`config.mk`:
```
export PLATFORM = sky130hd
export DESIGN_NAME = desc_ring_ptr_mgr
export DESIGN_NICKNAME = d
export VERILOG_FILES = /design/src/rtl/drp_pkg.sv /design/src/rtl/drp_cfg_check.sv /design/src/rtl/drp_ring_index.sv /design/src/rtl/drp_ctrl_fsm.sv /design/src/rtl/desc_ring_ptr_mgr.sv
export SDC_FILE = /design/constraint.sdc
export NUM_CORES = 1
export LEC_CHECK = 0
export BUFFER_PORTS_ARGS = -buffer_cell sky130_fd_sc_hd__buf_4
export CAP_MARGIN = 20
export CORE_ASPECT_RATIO = 0.7
export CORE_MARGIN = 5
export CORE_UTILIZATION = 25
export DETAILED_ROUTE_END_ITERATION = 8
export HOLD_SLACK_MARGIN = 0.06
export SLEW_MARGIN = 20
export SYNTH_ARGS = -nofsm -noshare
export SYNTH_HDL_FRONTEND = slang
export SYNTH_SLANG_ARGS = --single-unit
```
`constraint.sdc`:
```
create_clock -name clk -period 6.7 [get_ports clk]
set_clock_uncertainty 0.1 [all_clocks]
set_input_delay 0.335 -clock clk [delete_from_list [all_inputs] [get_ports clk]]
set_output_delay 0.335 -clock clk [all_outputs]
set_load 0.02 [all_outputs]
```
`src/rtl/drp_pkg.sv`:
```
package drp_pkg;
    typedef enum logic [1:0] {
        ST_IDLE = 2'd0,
        ST_RUN  = 2'd1,
        ST_SUSP = 2'd2,
        ST_ERR  = 2'd3
    } mgr_state_e;
endpackage

```
`src/rtl/drp_cfg_check.sv`:
```
module drp_cfg_check #(
    parameter int ADDR_W      = 32,
    parameter int LEN_W       = 8,
    parameter int MAX_ENTRIES = 128,
    parameter int ALIGN_BITS  = 3
) (
    input  logic [ADDR_W-1:0] base_i,
    input  logic [LEN_W-1:0]  len_i,
    output logic              bad_o
);
    logic misaligned;
    logic len_bad;

    always_comb begin
        misaligned = |base_i[ALIGN_BITS-1:0];
        len_bad    = (len_i == '0) || (len_i > LEN_W'(MAX_ENTRIES));
        bad_o      = misaligned || len_bad;
    end
endmodule

```
`src/rtl/drp_ring_index.sv`:
```
module drp_ring_index #(
    parameter int IDX_W = 7,
    parameter int LEN_W = 8
) (
    input  logic             clk,
    input  logic             rst_n,
    input  logic             clear_i,
    input  logic             adv_i,
    input  logic [LEN_W-1:0] len_i,
    output logic [IDX_W-1:0] idx_o
);
    logic             at_last;
    logic [IDX_W-1:0] idx_next;

    always_comb begin
        at_last  = ((LEN_W'(idx_o) + LEN_W'(1)) == len_i);
        idx_next = idx_o;
        if (clear_i)
            idx_next = '0;
        else if (adv_i)
            idx_next = at_last ? '0 : idx_o + IDX_W'(1);
    end

    always_ff @(posedge clk or negedge rst_n) begin
        if (!rst_n)
            idx_o <= '0;
        else
            idx_o <= idx_next;
    end

    // an advance at the last entry comes back to entry 0
    p_wrap_r4: assert property (@(posedge clk) disable iff (!rst_n)
        (adv_i && !clear_i && at_last) |=> (idx_o == '0));

    // a nonzero length keeps the index inside the ring
    p_in_range_r4: assert property (@(posedge clk) disable iff (!rst_n)
        (len_i != '0) |-> (LEN_W'(idx_o) < len_i));
endmodule

```
`src/rtl/drp_ctrl_fsm.sv`:
```
module drp_ctrl_fsm
    import drp_pkg::*;
(
    input  logic       clk,
    input  logic       rst_n,
    input  logic       init_i,
    input  logic       cfg_bad_i,
    input  logic       restart_i,
    input  logic       suspend_i,
    input  logic       resume_i,
    output mgr_state_e state_o,
    output logic       load_o,
    output logic       clear_o,
    output logic       adv_en_o,
    output logic       err_o
);
    mgr_state_e state_next;

    always_ff @(posedge clk or negedge rst_n) begin
        if (!rst_n)
            state_o <= ST_IDLE;
        else
            state_o <= state_next;
    end

    always_comb begin
        state_next = state_o;
        if (init_i) begin
            state_next = cfg_bad_i ? ST_ERR : ST_RUN;
        end else begin
            unique case (state_o)
                ST_IDLE: state_next = ST_IDLE;
                ST_RUN: begin
                    if (restart_i)      state_next = ST_RUN;
                    else if (suspend_i) state_next = ST_SUSP;
                end
                ST_SUSP: begin
                    if (restart_i || resume_i) state_next = ST_RUN;
                end
                ST_ERR:  state_next = ST_ERR;
                default: state_next = ST_IDLE;
            endcase
        end
    end

    always_comb begin
        load_o   = init_i;
        clear_o  = init_i;
        adv_en_o = 1'b0;
        err_o    = 1'b0;
        unique case (state_o)
            ST_IDLE: ;
            ST_RUN: begin
                clear_o  = init_i || restart_i;
                adv_en_o = !init_i && !restart_i;
            end
            ST_SUSP: clear_o = init_i || restart_i;
            ST_ERR:  err_o   = 1'b1;
            default: ;
        endcase
    end

    // an index is never cleared and advanced in the same cycle
    p_adv_excl_clear_r10: assert property (@(posedge clk) disable iff (!rst_n)
        !(adv_en_o && clear_o));

    // a suspended manager leaves only through init, restart or resume
    p_susp_hold_r9: assert property (@(posedge clk) disable iff (!rst_n)
        (state_o == ST_SUSP && !init_i && !restart_i && !resume_i) |=> (state_o == ST_SUSP));
endmodule

```
`src/rtl/desc_ring_ptr_mgr.sv`:
```
module desc_ring_ptr_mgr
    import drp_pkg::*;
#(
    parameter int ADDR_W      = 32,
    parameter int MAX_ENTRIES = 128,
    parameter int DESC_BYTES  = 8
) (
    input  logic                            clk,
    input  logic                            rst_n,
    input  logic                            init_i,
    input  logic                            restart_i,
    input  logic                            suspend_i,
    input  logic                            resume_i,
    input  logic [ADDR_W-1:0]               tx_base_i,
    input  logic [$clog2(MAX_ENTRIES+1)-1:0] tx_len_i,
    input  logic [ADDR_W-1:0]               rx_base_i,
    input  logic [$clog2(MAX_ENTRIES+1)-1:0] rx_len_i,
    input  logic                            tx_adv_i,
    input  logic                            rx_adv_i,
    output logic [ADDR_W-1:0]               tx_desc_addr_o,
    output logic [ADDR_W-1:0]               rx_desc_addr_o,
    output logic                            cfg_err_o
);
    localparam int LEN_W      = $clog2(MAX_ENTRIES + 1);
    localparam int IDX_W      = $clog2(MAX_ENTRIES);
    localparam int DESC_SHIFT = $clog2(DESC_BYTES);
    localparam int NUM_RINGS  = 2;

    logic [NUM_RINGS-1:0][ADDR_W-1:0] base_in;
    logic [NUM_RINGS-1:0][LEN_W-1:0]  len_in;
    logic [NUM_RINGS-1:0]             adv_in;
    logic [NUM_RINGS-1:0][ADDR_W-1:0] base_q;
    logic [NUM_RINGS-1:0][LEN_W-1:0]  len_q;
    logic [NUM_RINGS-1:0][IDX_W-1:0]  idx;
    logic [NUM_RINGS-1:0][ADDR_W-1:0] addr;
    logic [NUM_RINGS-1:0]             ring_bad;

    mgr_state_e state;
    logic       load;
    logic       clear;
    logic       adv_en;
    logic       cfg_bad;

    assign base_in[0] = tx_base_i;
    assign base_in[1] = rx_base_i;
    assign len_in[0]  = tx_len_i;
    assign len_in[1]  = rx_len_i;
    assign adv_in[0]  = tx_adv_i;
    assign adv_in[1]  = rx_adv_i;
    assign cfg_bad    = |ring_bad;

    drp_ctrl_fsm u_fsm (
        .clk       (clk),
        .rst_n     (rst_n),
        .init_i    (init_i),
        .cfg_bad_i (cfg_bad),
        .restart_i (restart_i),
        .suspend_i (suspend_i),
        .resume_i  (resume_i),
        .state_o   (state),
        .load_o    (load),
        .clear_o   (clear),
        .adv_en_o  (adv_en),
        .err_o     (cfg_err_o)
    );

    for (genvar r = 0; r < NUM_RINGS; r++) begin : g_ring
        drp_cfg_check #(
            .ADDR_W      (ADDR_W),
            .LEN_W       (LEN_W),
            .MAX_ENTRIES (MAX_ENTRIES),
            .ALIGN_BITS  (DESC_SHIFT)
        ) u_chk (
            .base_i (base_in[r]),
            .len_i  (len_in[r]),
            .bad_o  (ring_bad[r])
        );

        always_ff @(posedge clk or negedge rst_n) begin
            if (!rst_n) begin
                base_q[r] <= '0;
                len_q[r]  <= '0;
            end else if (load) begin
                base_q[r] <= base_in[r];
                len_q[r]  <= len_in[r];
            end
        end

        drp_ring_index #(
            .IDX_W (IDX_W),
            .LEN_W (LEN_W)
        ) u_idx (
            .clk     (clk),
            .rst_n   (rst_n),
            .clear_i (clear),
            .adv_i   (adv_en && adv_in[r]),
            .len_i   (len_q[r]),
            .idx_o   (idx[r])
        );

        assign addr[r] = base_q[r] + (ADDR_W'(idx[r]) << DESC_SHIFT);
    end

    assign tx_desc_addr_o = addr[0];
    assign rx_desc_addr_o = addr[1];

    // in the error state nothing but init moves the outputs
    p_err_hold_r7: assert property (@(posedge clk) disable iff (!rst_n)
        (cfg_err_o && !init_i) |=> (cfg_err_o && $stable(tx_desc_addr_o) && $stable(rx_desc_addr_o)));

    // restart from run or suspend lands both pointers on their bases
    p_restart_base_r8: assert property (@(posedge clk) disable iff (!rst_n)
        (restart_i && !init_i && (state == ST_RUN || state == ST_SUSP))
        |=> (tx_desc_addr_o == base_q[0] && rx_desc_addr_o == base_q[1] && state == ST_RUN));

    // a suspended ring does not move until it leaves suspend
    p_susp_keep_r9: assert property (@(posedge clk) disable iff (!rst_n)
        (state == ST_SUSP && !init_i && !restart_i)
        |=> ($stable(tx_desc_addr_o) && $stable(rx_desc_addr_o)));

    // outside the error state every address sits on a descriptor boundary
    p_aligned_r2: assert property (@(posedge clk) disable iff (!rst_n)
        !cfg_err_o |-> (tx_desc_addr_o[DESC_SHIFT-1:0] == '0 && rx_desc_addr_o[DESC_SHIFT-1:0] == '0));

    // a bad configuration always ends in the error state
    p_bad_cfg_err_r5: assert property (@(posedge clk) disable iff (!rst_n)
        (init_i && cfg_bad) |=> cfg_err_o);
endmodule

```
==> impl_metrics.sql <==
INSERT INTO impl_metrics (metric_group, metric, value, unit) VALUES
('critical_path', 'cp_slowest_stage_delay', '530', 'ps'),
('floorplan', 'row_count', '46', ''),
('critical_path', 'category_of_the_critical_setup_timing_path', 'flop to primary output', ''),
('critical_path', 'startpoint_type', 'flop', ''),
('routing', 'detailedRoute.firstIterationViolations', '106', ''),
('critical_path', 'crit_fanout', '6', ''),
('cells_and_area', 'nets', '770', ''),
('routing', 'drt_drc_violations_left', '0', ''),
('synth', 'ys_seq_elements', '96', ''),
('critical_path', 'timing.critical_path.max_delay_family', 'compound AO/OA/AOI/OAI gates', ''),
('timing', 'setup_viol', '0', ''),
('power', 'power.total', '1630', 'uW'),
('floorplan', 'die_area', '0.0259', 'sq mm'),
('placed_design', 'dpl.hpwl', '11700', 'um'),
('clocking', 'number_of_buffers_created_by_cts', '9', ''),
('cells_and_area', 'layout_common_cells', 'sky130_fd_sc_hd__buf_4, sky130_fd_sc_hd__dfrtp_1, sky130_fd_sc_hd__mux2_2', ''),
('routing', 'average_wire_per_cell_in_the_routed_design', '15.7', 'um'),
('critical_path', 'worstSetupEndpointType', 'primary output', ''),
('floorplan', 'start_util', '25.2', '%'),
('routing', 'ant_nets', '0', ''),
('timing', 'timing.setup.tns', '0', 'ps'),
('timing', 'headroom_to_the_max_slew_limit', '39.8', '%'),
('power', 'power_frac_comb', '24.2', '%'),
('routing', 'vias', '4385', ''),
('power', 'power_density', '219', 'mW/mm^2'),
('synth', 'yosysWarningCount', '0', ''),
('critical_path', 'cp.buffers_inverters', '1', ''),
('global_routing', 'global_route.usage.total', '12.0', '%'),
('cells_and_area', 'most_frequent_standard_cell_in_the_layout_excluding_fill_and_tap_cells', 'sky130_fd_sc_hd__buf_4', ''),
('clocking', 'cts.path.max_buffers', '2', ''),
('routing', 'drt-vias-per-instance', '4.49', ''),
('synth', 'synthesized_instance_count', '514', ''),
('global_routing', 'grt_residual_overflow', '0', ''),
('timing', 'final.hold.worst_slack', '104', 'ps'),
('floorplan', 'core_region_area', '0.0226', 'sq mm'),
('global_routing', 'first_pass_grt_wire_length', '24500', 'um'),
('run_status', 'outcome', 'finished, final reports clean', ''),
('timing', 'final_min_period_over_clock_period', '52.7', '%'),
('timing', 'rsz0062_at_grt', 'false', ''),
('critical_path', 'cpMaxStageDelayCell', 'sky130_fd_sc_hd__a2111oi_2', ''),
('global_routing', 'grt_max_degree', '58', ''),
('cells_and_area', 'insertedDiodeCount', '0', ''),
('clocking', 'htree_levels', '3', ''),
('clocking', 'cts.clk_slew.worst_paths', '70', 'ps'),
('cells_and_area', 'fin_util', '33.0', '%'),
('placed_design', 'buffer_ports.inserted', '152', ''),
('critical_path', 'path_cells', 'ha_1 -> fa_1 -> a21o_1 -> a21o_1 -> a2111oi_2 -> nor3_2 -> nand3_1 -> xnor2_1 -> buf_4', ''),
('synth', 'synth-edff-count', '0', ''),
('critical_path', 'worst-r2r-setup-slack', '4270', 'ps'),
('routing', 'detail_route.wirelength', '15300', 'um'),
('synth', 'mean_area_per_synthesized_cell', '11.1', 'sq um'),
('global_routing', 'number_of_global_route_vias_before_repair', '4502', ''),
('power', 'worst_ir_drop_vdd', '0.000103', 'V'),
('cells_and_area', 'layout-area-overhead-vs-synth', '30.8', '%'),
('clocking', 'cts_tree', 'done', ''),
('timing', 'final_hold_viol_count', '0', ''),
('critical_path', 'cp_data_arrival_time', '3100', 'ps'),
('min_path', 'min-delay-path-class', 'primary input to flop', ''),
('power', 'intPower', '1130', 'uW'),
('critical_path', 'crit_path_frequent_cell', 'sky130_fd_sc_hd__a21o_1', ''),
('synth', 'mappedNetlistNets', '624', ''),
('critical_path', 'crit_required', '6260', 'ps'),
('timing', 'tightest_slew', '903', 'ps'),
('floorplan', 'io_pins', '153', ''),
('synth', 'yosysUniqueCellTypes', '58', ''),
('routing', 'detail_route.first_pass.iterations', '4', ''),
('cells_and_area', 'drive_gt1_share', '39.8', '%'),
('clocking', 'post_cts.repair.setup_buffers', '0', ''),
('power', 'power_leakage', '0.00328', 'uW'),
('power', 'power_switching', '496', 'uW'),
('timing', 'slew_viol_final', '0', '');
[sequential cells by signal, indices dropped and copies added, names as in the netlist]
register            count
g_ring.u_idx.idx_o     14
len_q                  16
u_fsm.state_o           2
base_q                 64
[worst paths after layout]
path,start,to,cells after the start
max in group asynchronous,rst_n,base_q[9],3
min in group asynchronous,rst_n,base_q[61],2
min,rx_base_i[5],base_q[37],2
max,g_ring[1].u_idx.idx_o[0],rx_desc_addr_o[31],9
max reg2reg,u_fsm.state_o[1],g_ring[1].u_idx.idx_o[4],7
min reg2reg,base_q[34],base_q[34],1
[synthesized netlist by cell type, types with 2 or more instances]
| cell type | number | share of area (%) |
|---|---|---|
| sky130_fd_sc_hd__a31oi_1 | 7 | 0.77 |
| sky130_fd_sc_hd__dfrtp_1 | 96 | 42 |
| sky130_fd_sc_hd__or4_1 | 2 | 0.26 |
| sky130_fd_sc_hd__o22ai_1 | 3 | 0.33 |
| sky130_fd_sc_hd__a21o_1 | 9 | 1.2 |
| sky130_fd_sc_hd__nor2b_1 | 5 | 0.55 |
| sky130_fd_sc_hd__mux2_2 | 80 | 16 |
| sky130_fd_sc_hd__clkbuf_1 | 10 | 0.66 |
| sky130_fd_sc_hd__nor3b_1 | 4 | 0.53 |
| sky130_fd_sc_hd__o21ai_0 | 10 | 0.88 |
| sky130_fd_sc_hd__a211oi_1 | 4 | 0.53 |
| sky130_fd_sc_hd__inv_1 | 6 | 0.40 |
| sky130_fd_sc_hd__ha_1 | 20 | 4.4 |
| sky130_fd_sc_hd__nand2_1 | 34 | 2.2 |
| sky130_fd_sc_hd__nand4_1 | 9 | 0.99 |
| sky130_fd_sc_hd__a31o_2 | 2 | 0.31 |
| sky130_fd_sc_hd__nand2b_1 | 3 | 0.33 |
| sky130_fd_sc_hd__and3_1 | 10 | 1.1 |
| sky130_fd_sc_hd__xnor2_1 | 53 | 8.2 |
| sky130_fd_sc_hd__nor4b_1 | 2 | 0.31 |
| sky130_fd_sc_hd__and4_1 | 5 | 0.77 |
| sky130_fd_sc_hd__o21a_1 | 2 | 0.26 |
| sky130_fd_sc_hd__nand3_1 | 25 | 2.2 |
| sky130_fd_sc_hd__nor2_1 | 23 | 1.5 |
| sky130_fd_sc_hd__buf_4 | 7 | 0.92 |
| sky130_fd_sc_hd__xor2_1 | 21 | 3.2 |
| sky130_fd_sc_hd__nor3_1 | 6 | 0.53 |
| sky130_fd_sc_hd__or2_2 | 2 | 0.22 |
| sky130_fd_sc_hd__and2_1 | 6 | 0.66 |
| sky130_fd_sc_hd__a21oi_1 | 12 | 1.1 |
| sky130_fd_sc_hd__nor4_1 | 3 | 0.33 |
| sky130_fd_sc_hd__buf_2 | 2 | 0.18 |
| sky130_fd_sc_hd__fa_1 | 2 | 0.70 |
| sky130_fd_sc_hd__nor3_2 | 2 | 0.35 |
| sky130_fd_sc_hd__o21bai_1 | 4 | 0.53 |
[power by group through the flow]
stage	registers, uW	clock network [uW]	logic (uW)
finish	688	546	395
global route	697	589	432
CTS	689	570	403
detailed placement	700	0	401
global placement	699	0	398
floorplan	683	0	246
[logic make-up after synthesis]
logic type / count (synthesis) / synth area share (%)
flip-flops: 96 / 42.2
adder cells (fa/ha/maj): 22 / 5.10
AND/OR/NAND/NOR: 146 / 13.9
AO/OA/AOI/OAI: 68 / 8.68
XOR/XNOR: 75 / 11.8
buffers and inverters: 26 / 2.35
multiplexers: 81 / 16.0
[layout make-up]
class                   instances  area, sq um
clock buffers                  10          239
clock inverters                 6         67.6
fillers                      2340        15100
inverters                       6         22.5
multi-input cells             392         3160
flip-flops and latches         96         2400
well taps                     312          390
repair buffers                155         1170
[what timing repair did]
item                                   CTS  global route
hold buffers                             1             0
endpoints found under the hold margin   44             0
gates resized for setup                  0             0
[stage by stage]
stage / setup WS (ps) / std cells / instance area [sq um]
3_3_place_gp: 3610 / 960 / 7130
6_report: 3170 / 977 / 7450
5_1_grt: 2930 / 977 / 7450
3_5_place_dp: 3490 / 960 / 7130
4_1_cts: 3090 / 977 / 7450
2_1_floorplan: 3870 / 514 / 5700
[routing by layer]
metal | wire length, um | track usage (%)
met1 | 7690 | 17.2
met2 | 6910 | 18.2
met3 | 607 | 3.44
met4 | 102 | 2.39
met5 | 0 | 0
No activity file was read; power rests on OpenSTA's default activity.
